==> src/rtl/dma_eng_pkg.sv <==
package dma_eng_pkg;

  typedef enum logic [1:0] {
    ST_IDLE = 2'd0,
    ST_RD   = 2'd1,
    ST_WR   = 2'd2
  } eng_state_e;

  // Size code to byte count: 00 -> 1, 01 -> 2, otherwise 4.
  function automatic logic [2:0] size_bytes(input logic [1:0] code);
    case (code)
      2'b00:   size_bytes = 3'd1;
      2'b01:   size_bytes = 3'd2;
      default: size_bytes = 3'd4;
    endcase
  endfunction

  // Narrower of two size codes (reserved 11 treated as 32-bit).
  function automatic logic [1:0] size_min(input logic [1:0] a, input logic [1:0] b);
    logic [1:0] ea;
    logic [1:0] eb;
    ea = (a == 2'b11) ? 2'b10 : a;
    eb = (b == 2'b11) ? 2'b10 : b;
    size_min = (ea < eb) ? ea : eb;
  endfunction

endpackage

==> src/rtl/dma_addr_gen.sv <==
module dma_addr_gen
  import dma_eng_pkg::*;
#(
  parameter int AW = 32
) (
  input  logic          clk,
  input  logic          rst_n,
  input  logic          load,
  input  logic          adv,
  input  logic          inc,
  input  logic [1:0]    size,
  input  logic [AW-1:0] base,
  output logic [AW-1:0] addr
);
  logic [AW-1:0] cur;

  always_ff @(posedge clk or negedge rst_n) begin
    if (!rst_n)              cur <= '0;
    else if (load)           cur <= base;
    else if (adv && inc)     cur <= cur + AW'(size_bytes(size));
  end

  // Low address bits forced to the access alignment.
  always_comb begin
    addr = cur;
    case (size)
      2'b00:   addr = cur;
      2'b01:   addr[0] = 1'b0;
      default: addr[1:0] = 2'b00;
    endcase
  end
endmodule

==> src/rtl/dma_item_counter.sv <==
module dma_item_counter #(
  parameter int CW = 16
) (
  input  logic          clk,
  input  logic          rst_n,
  input  logic          load,
  input  logic          dec,
  input  logic          wrap_en,
  input  logic [CW-1:0] prog,
  output logic [CW-1:0] live,
  output logic          zero,
  output logic          hit_half,
  output logic          hit_done,
  output logic          wrap
);
  logic [CW-1:0] after_dec;

  assign after_dec = live - 1'b1;
  assign zero      = (live == '0);
  assign hit_done  = dec && (live == CW'(1));
  assign hit_half  = dec && (after_dec == (prog >> 1));
  assign wrap      = hit_done && wrap_en;

  always_ff @(posedge clk or negedge rst_n) begin
    if (!rst_n)      live <= '0;
    else if (load)   live <= prog;
    else if (wrap)   live <= prog;
    else if (dec)    live <= after_dec;
  end
endmodule

==> src/rtl/dma_width_adapt.sv <==
module dma_width_adapt
  import dma_eng_pkg::*;
#(
  parameter int DW = 32
) (
  input  logic [DW-1:0] rd_item,
  input  logic [1:0]    src_size,
  input  logic [1:0]    dst_size,
  output logic [DW-1:0] wr_bus
);
  localparam int LANES  = DW / 8;
  localparam int HALVES = DW / 16;

  logic [1:0]    keep;
  logic [DW-1:0] narrowed;

  always_comb begin
    keep = size_min(src_size, dst_size);
    narrowed = '0;
    case (keep)
      2'b00:   narrowed[7:0]  = rd_item[7:0];
      2'b01:   narrowed[15:0] = rd_item[15:0];
      default: narrowed       = rd_item;
    endcase
  end

  always_comb begin
    wr_bus = narrowed;
    if (dst_size == 2'b00) begin
      for (int i = 0; i < LANES; i++) wr_bus[8*i +: 8] = narrowed[7:0];
    end else if (dst_size == 2'b01) begin
      for (int j = 0; j < HALVES; j++) wr_bus[16*j +: 16] = narrowed[15:0];
    end
  end
endmodule

==> src/rtl/dma_xfer_engine.sv <==
module dma_xfer_engine
  import dma_eng_pkg::*;
#(
  parameter int AW = 32,
  parameter int DW = 32,
  parameter int CW = 16
) (
  input  logic          clk,
  input  logic          rst_n,
  input  logic          en_wr,
  input  logic          en_wdata,
  input  logic          prog_we,
  input  logic [AW-1:0] prog_paddr,
  input  logic [AW-1:0] prog_maddr,
  input  logic [CW-1:0] prog_count,
  input  logic          cfg_dir,
  input  logic          cfg_circ,
  input  logic          cfg_m2m,
  input  logic [1:0]    cfg_psize,
  input  logic [1:0]    cfg_msize,
  input  logic          cfg_pinc,
  input  logic          cfg_minc,
  input  logic          xfer_req,
  output logic          bus_valid,
  output logic          bus_write,
  output logic [AW-1:0] bus_addr,
  output logic [1:0]    bus_size,
  output logic [DW-1:0] bus_wdata,
  input  logic          bus_ready,
  input  logic [DW-1:0] bus_rdata,
  input  logic          bus_err,
  output logic          chan_en,
  output logic [CW-1:0] remaining,
  output logic          evt_half,
  output logic          evt_done,
  output logic          evt_err
);
  eng_state_e    state, nxt;
  logic          en_q;
  logic [AW-1:0] base_p, base_m;
  logic [CW-1:0] base_n;
  logic [DW-1:0] rd_hold, adapted;
  logic [AW-1:0] p_addr, m_addr;
  logic          hs, start, rd_cap, item_ok, err_hit, en_load, circ_eff;
  logic          cnt_zero, hit_half, hit_done, wrap;
  logic [1:0]    src_sz, dst_sz;

  assign hs       = bus_valid && bus_ready;
  assign circ_eff = cfg_circ && !cfg_m2m;
  assign en_load  = en_wr && en_wdata && !en_q;
  assign start    = (state == ST_IDLE) && en_q && !cnt_zero && (xfer_req || cfg_m2m);
  assign src_sz   = cfg_dir ? cfg_msize : cfg_psize;
  assign dst_sz   = cfg_dir ? cfg_psize : cfg_msize;

  // Programmed values, frozen while enabled.
  always_ff @(posedge clk or negedge rst_n) begin
    if (!rst_n) begin
      base_p <= '0; base_m <= '0; base_n <= '0;
    end else if (prog_we && !en_q) begin
      base_p <= prog_paddr; base_m <= prog_maddr; base_n <= prog_count;
    end
  end

  // Enable bit: hardware clear on error wins over a software write.
  always_ff @(posedge clk or negedge rst_n) begin
    if (!rst_n)      en_q <= 1'b0;
    else if (err_hit) en_q <= 1'b0;
    else if (en_wr)  en_q <= en_wdata;
  end

  always_comb begin
    nxt = state; rd_cap = 1'b0; item_ok = 1'b0; err_hit = 1'b0;
    case (state)
      ST_IDLE: if (start) nxt = ST_RD;
      ST_RD: if (hs) begin
        if (bus_err) begin err_hit = 1'b1; nxt = ST_IDLE; end
        else begin rd_cap = 1'b1; nxt = ST_WR; end
      end
      ST_WR: if (hs) begin
        nxt = ST_IDLE;
        if (bus_err) err_hit = 1'b1;
        else item_ok = 1'b1;
      end
      default: nxt = ST_IDLE;
    endcase
  end

  always_ff @(posedge clk or negedge rst_n) begin
    if (!rst_n) begin
      state <= ST_IDLE; rd_hold <= '0;
      evt_half <= 1'b0; evt_done <= 1'b0; evt_err <= 1'b0;
    end else begin
      state    <= nxt;
      if (rd_cap) rd_hold <= bus_rdata;
      evt_half <= hit_half;
      evt_done <= hit_done;
      evt_err  <= err_hit;
    end
  end

  dma_addr_gen #(.AW(AW)) u_pside (
    .clk(clk), .rst_n(rst_n), .load(en_load || wrap), .adv(item_ok),
    .inc(cfg_pinc), .size(cfg_psize), .base(base_p), .addr(p_addr));

  dma_addr_gen #(.AW(AW)) u_mside (
    .clk(clk), .rst_n(rst_n), .load(en_load || wrap), .adv(item_ok),
    .inc(cfg_minc), .size(cfg_msize), .base(base_m), .addr(m_addr));

  dma_item_counter #(.CW(CW)) u_count (
    .clk(clk), .rst_n(rst_n), .load(en_load), .dec(item_ok), .wrap_en(circ_eff),
    .prog(base_n), .live(remaining), .zero(cnt_zero), .hit_half(hit_half),
    .hit_done(hit_done), .wrap(wrap));

  dma_width_adapt #(.DW(DW)) u_adapt (
    .rd_item(rd_hold), .src_size(src_sz), .dst_size(dst_sz), .wr_bus(adapted));

  assign bus_valid = (state != ST_IDLE);
  assign bus_write = (state == ST_WR);
  assign bus_size  = bus_write ? dst_sz : src_sz;
  assign bus_addr  = (bus_write ^ cfg_dir) ? m_addr : p_addr;
  assign bus_wdata = bus_write ? adapted : '0;
  assign chan_en   = en_q;

  p_err_disables_r12: assert property (@(posedge clk) disable iff (!rst_n)
    (bus_valid && bus_ready && bus_err) |=> (!chan_en && evt_err));

  p_read_then_write_r3: assert property (@(posedge clk) disable iff (!rst_n)
    (bus_valid && bus_ready && !bus_write && !bus_err) |=> (bus_valid && bus_write));

  p_hold_stable_r13: assert property (@(posedge clk) disable iff (!rst_n)
    (bus_valid && !bus_ready) |=> (bus_valid && $stable(bus_addr) && $stable(bus_write)
                                   && $stable(bus_size) && $stable(bus_wdata)));

  p_base_frozen_r8: assert property (@(posedge clk) disable iff (!rst_n)
    chan_en |=> ($stable(base_p) && $stable(base_m) && $stable(base_n)));

  p_done_at_zero_r7: assert property (@(posedge clk) disable iff (!rst_n)
    (evt_done && !circ_eff) |-> (remaining == '0));

  p_half_one_cycle_r11: assert property (@(posedge clk) disable iff (!rst_n)
    evt_half |=> !evt_half);
endmodule

==> config.mk <==
export PLATFORM = sky130hd
export DESIGN_NAME = dma_xfer_engine
export DESIGN_NICKNAME = d
export VERILOG_FILES = /design/src/rtl/dma_eng_pkg.sv /design/src/rtl/dma_addr_gen.sv /design/src/rtl/dma_item_counter.sv /design/src/rtl/dma_width_adapt.sv /design/src/rtl/dma_xfer_engine.sv
export SDC_FILE = /design/constraint.sdc
export NUM_CORES = 1
export LEC_CHECK = 0
export ABC_AREA = 1
export BUFFER_PORTS_ARGS = -buffer_cell sky130_fd_sc_hd__buf_2
export CORE_MARGIN = 4
export CORE_UTILIZATION = 55
export DETAILED_ROUTE_END_ITERATION = 8
export PLACE_DENSITY_LB_ADDON = 0.08
export SLEW_MARGIN = 0
export SYNTH_ARGS = -nofsm -noshare
export SYNTH_HDL_FRONTEND = slang
export SYNTH_HIERARCHICAL = 1
export SYNTH_SLANG_ARGS = --single-unit
==> constraint.sdc <==
create_clock -name clk -period 4.7 [get_ports clk]
set_input_delay 0.94 -clock clk [delete_from_list [all_inputs] [get_ports clk]]
set_output_delay 0.94 -clock clk [all_outputs]
set_load 0.02 [all_outputs]
==> flow_metrics.env <==
export IMPL_reg2reg_from="state[0]"
export IMPL_period_share_pct=82.2
export IMPL_n_antenna_cell=0
export IMPL_ys_async_sr_fraction_pct=100
export IMPL_max_stage_delay_ns=0.66
export IMPL_drive_gt1_share_pct=17.3
export IMPL_hp_class="reg2reg"
export IMPL_synth_fa_ha_area_share_pct=1.71
export IMPL_finalSetupTns_ns=0
export IMPL_ys_seq_area_share_pct=37.3
export IMPL_synth_cells=1975
export IMPL_drc=0
export IMPL_first_global_vias=11800
export IMPL_grt_max_degree=113
export IMPL_viasPerCell=5.22
export IMPL_cts_htree_levels=4
export IMPL_regToRegSetupSlack_ns=1.16
export IMPL_cp_max_fo=64
export IMPL_crit_end="bus_addr[10]"
export IMPL_cts_sinks=198
export IMPL_synth_largest_area_cell="dfrtp_1"
export IMPL_fp_coreArea_um2=23600
export IMPL_num_io_pins=217
export IMPL_start_util_pct=56.2
export IMPL_dr_first_iter_drc_count=1212
export IMPL_muxShareOfSynthArea_pct=0
export IMPL_criticalPathCategory="reg2out"
export IMPL_drtPass1Iterations=8
export IMPL_antenna_found_initial=0
export IMPL_setup_violations=0
export IMPL_cp_required_ns=3.76
export IMPL_wl_um=38400
export IMPL_cp_end_kind="output port"
export IMPL_synth_compound_area_share_pct=5.95
export IMPL_hpwl_um=28500
export IMPL_hold_violations=0
export IMPL_path_clk_slew_ns=0.08
export IMPL_cts_buffers_inserted=17
export IMPL_fp_dieH_um=163
export IMPL_yosys_warnings=6
export IMPL_rr_endpoint="u_mside/cur[2]"
export IMPL_synthDistinctLibCells=44
export IMPL_die_w_um=163
export IMPL_final_nets=2227
export IMPL_synthesis_area_um2=13300
export IMPL_reg2reg_depth=14
export IMPL_ctsHoldBuffers=0
export IMPL_powerDensity_nw_per_um2=536
export IMPL_num_vias=12600
export IMPL_rsz0062_at_grt="false"
export IMPL_wire_per_inst_um=15.9
export IMPL_yosysTopAreaCellShare_pct=37.3
export IMPL_cp_common_cell="buf_4"
export IMPL_crit_path_start_kind="flop"
export IMPL_max_freq_ghz=0.259
export IMPL_synth_area_leaders="dfrtp_1 37%, nand2_1 23%, nand3_1 9.6%"
export IMPL_gp_congestion=0.967
export IMPL_die_area_um2=26700
export IMPL_clk_path_buf_depth=2
export IMPL_slowest_stage="buf_4"
export IMPL_cts_resized=0
export IMPL_cts_setup_buffers=0
export IMPL_cp_startpoint="state[0]"
export IMPL_rows=56
export IMPL_whs_ns=0.473
export IMPL_drv_cap=0
export IMPL_yosys_area_share_simple_pct=39.9
export IMPL_portBuffers=216
export IMPL_grt_pass1_wl_um=61500
export IMPL_area_growth_pct=9.55
export IMPL_synth_edf_count=0
export IMPL_fin_skew_ns=0.0123
export IMPL_ys_seq_elements=198
export IMPL_crit_chain="inv_1, ha_1, buf_4, xnor2_4, buf_4, nand2_1, o21ai_2, buf_2"
export IMPL_finalMaxSlewViolations=0
export IMPL_ir_worst_vdd_mv=0.287
export IMPL_syn_num_nets=2121
export IMPL_synth_xor_area_share_pct=1.59
export IMPL_finalCriticalPeriod_ns=3.86
export IMPL_final_antenna_net_count=0
export IMPL_synth_top_family_by_area="simple AND/OR/NAND/NOR gates"
export IMPL_cts_tree="built"
export IMPL_p_leak_nw=7.99
export IMPL_grt_overflow=0
export IMPL_grt_usage_pct=28.9
export IMPL_crit_arrival_ns=2.92
export IMPL_clk_latency_ns=0.44
export IMPL_ys_flop_type="dfrtp_1"
export IMPL_maxSlewHeadroom_pct=24.9
export IMPL_root_buffer="clkbuf_16"
export IMPL_worst_pin_slew_ns=1.12
export IMPL_syn_area_per_cell_um2=6.72
export IMPL_status="finished clean"
==> final cells by class <==
type | count | area, µm²
flip-flops and latches | 198 | 4950
clock inverters | 13 | 135
fillers | 2338 | 9060
clock buffers | 18 | 439
repair buffers | 232 | 1220
multi-input cells | 1409 | 6540
inverters | 223 | 858
well taps | 319 | 399
==> worst min path at each step <==
stage           startpoint          end  slack [ns]  depth (start not counted)
2_1_floorplan   base_m[30]   base_m[30]        0.44                          2
3_3_place_gp   rd_hold[17]  rd_hold[17]        0.46                          2
3_5_place_dp    base_p[29]   base_p[29]        0.46                          2
4_1_cts          base_m[0]    base_m[0]        0.48                          2
5_1_grt         base_p[23]   base_p[23]        0.49                          2
6_report        base_p[27]   base_p[27]        0.47                          2
==> per-layer routing <==
| layer | vias up | track usage, % | share of wire, % |
|---|---|---|---|
| met2 | 422 | 46.5 | 47 |
| met3 | 42 | 4.26 | 6.7 |
| li1 | 6273 | - | - |
| met5 | - | 0 | 0 |
| met1 | 5858 | 41.3 | 45 |
| met4 | 0 | 7.40 | 1.9 |
==> cell usage in the layout, fill, tap and decap left out, types with 15 or more instances in the layout <==
| cell type | Yosys | routed |
|---|---|---|
| nor2_2 | 20 | 20 |
| buf_4 | 68 | 15 |
| nand2_1 | 797 | 796 |
| dfrtp_1 | 198 | 198 |
| xor2_1 | 16 | 16 |
| o21ai_0 | 36 | 35 |
| nand3_1 | 255 | 255 |
| ha_1 | 15 | 15 |
| buf_2 | 35 | 215 |
| clkbuf_16 | 0 | 17 |
| o21ai_2 | 32 | 33 |
| nor2_1 | 133 | 133 |
| inv_1 | 213 | 212 |
==> cells in the mapped netlist, types with 6 or more instances <==
| master | number |
|---|---|
| buf_6 | 9 |
| clkbuf_1 | 31 |
| o21ai_0 | 36 |
| dfrtp_1 | 198 |
| o21bai_1 | 14 |
| a22o_1 | 6 |
| nand3_1 | 255 |
| nor2_4 | 9 |
| buf_4 | 68 |
| nand2_1 | 797 |
| nand4_1 | 6 |
| nor2_2 | 20 |
| a21oi_1 | 8 |
| inv_1 | 213 |
| ha_1 | 15 |
| nor2_1 | 133 |
| nand2_2 | 9 |
| buf_2 | 35 |
| o21ai_1 | 9 |
| inv_2 | 7 |
| o21ai_2 | 32 |
| xor2_1 | 16 |
==> worst max-delay path: cells and delay by family, from the launching register on <==
kind / cells / cell delay [ns]
fa+ha+maj: 1 / 0.18
simple gates: 1 / 0.22
flops: 1 / 0.40
xor+xnor: 1 / 0.16
buf+inv: 4 / 1.35
compound gates: 1 / 0.14
==> logic make-up (layout without fill, tap and decap cells) <==
kind of cell,after synthesis,in the layout
compound gates,117,117
xor+xnor,22,22
simple gates,1253,1253
buf+inv,368,486
fa+ha+maj,17,17
flops,198,198
==> metrics by stage <==
stage | power, mW | utilization [%] | instance area (µm²) | cells | setup WS (ns)
floorplan | 5.55 | - | 13300 | 1975 | 1.19
global placement | 6.22 | 59.2 | 14000 | 2381 | 0.937
detailed placement | 6.30 | 59.2 | 14000 | 2381 | 0.859
CTS | 7.80 | 61.6 | 14500 | 2412 | 0.854
global route | 8.39 | 61.6 | 14500 | 2412 | 0.654
finish | 7.79 | 61.6 | 14500 | 2412 | 0.838
==> sequential cells by signal, indices dropped and copies added, names as in the netlist <==
signal	flops
rd_hold	32
u_pside/cur	32
evt_err	1
state	2
evt_done	1
chan_en	1
u_mside/cur	32
base_p	32
base_m	32
base_n	16
evt_half	1
u_count/live	16
==> power by group <==
group,switching [mW],internal [mW],total (mW),leakage (nW)
Clock,0.723,0.762,1.48,0.282
Sequential,0.758,2.28,3.04,2.47
Combinational,2.16,1.11,3.27,5.24
Power figures use the tool's default switching activity.
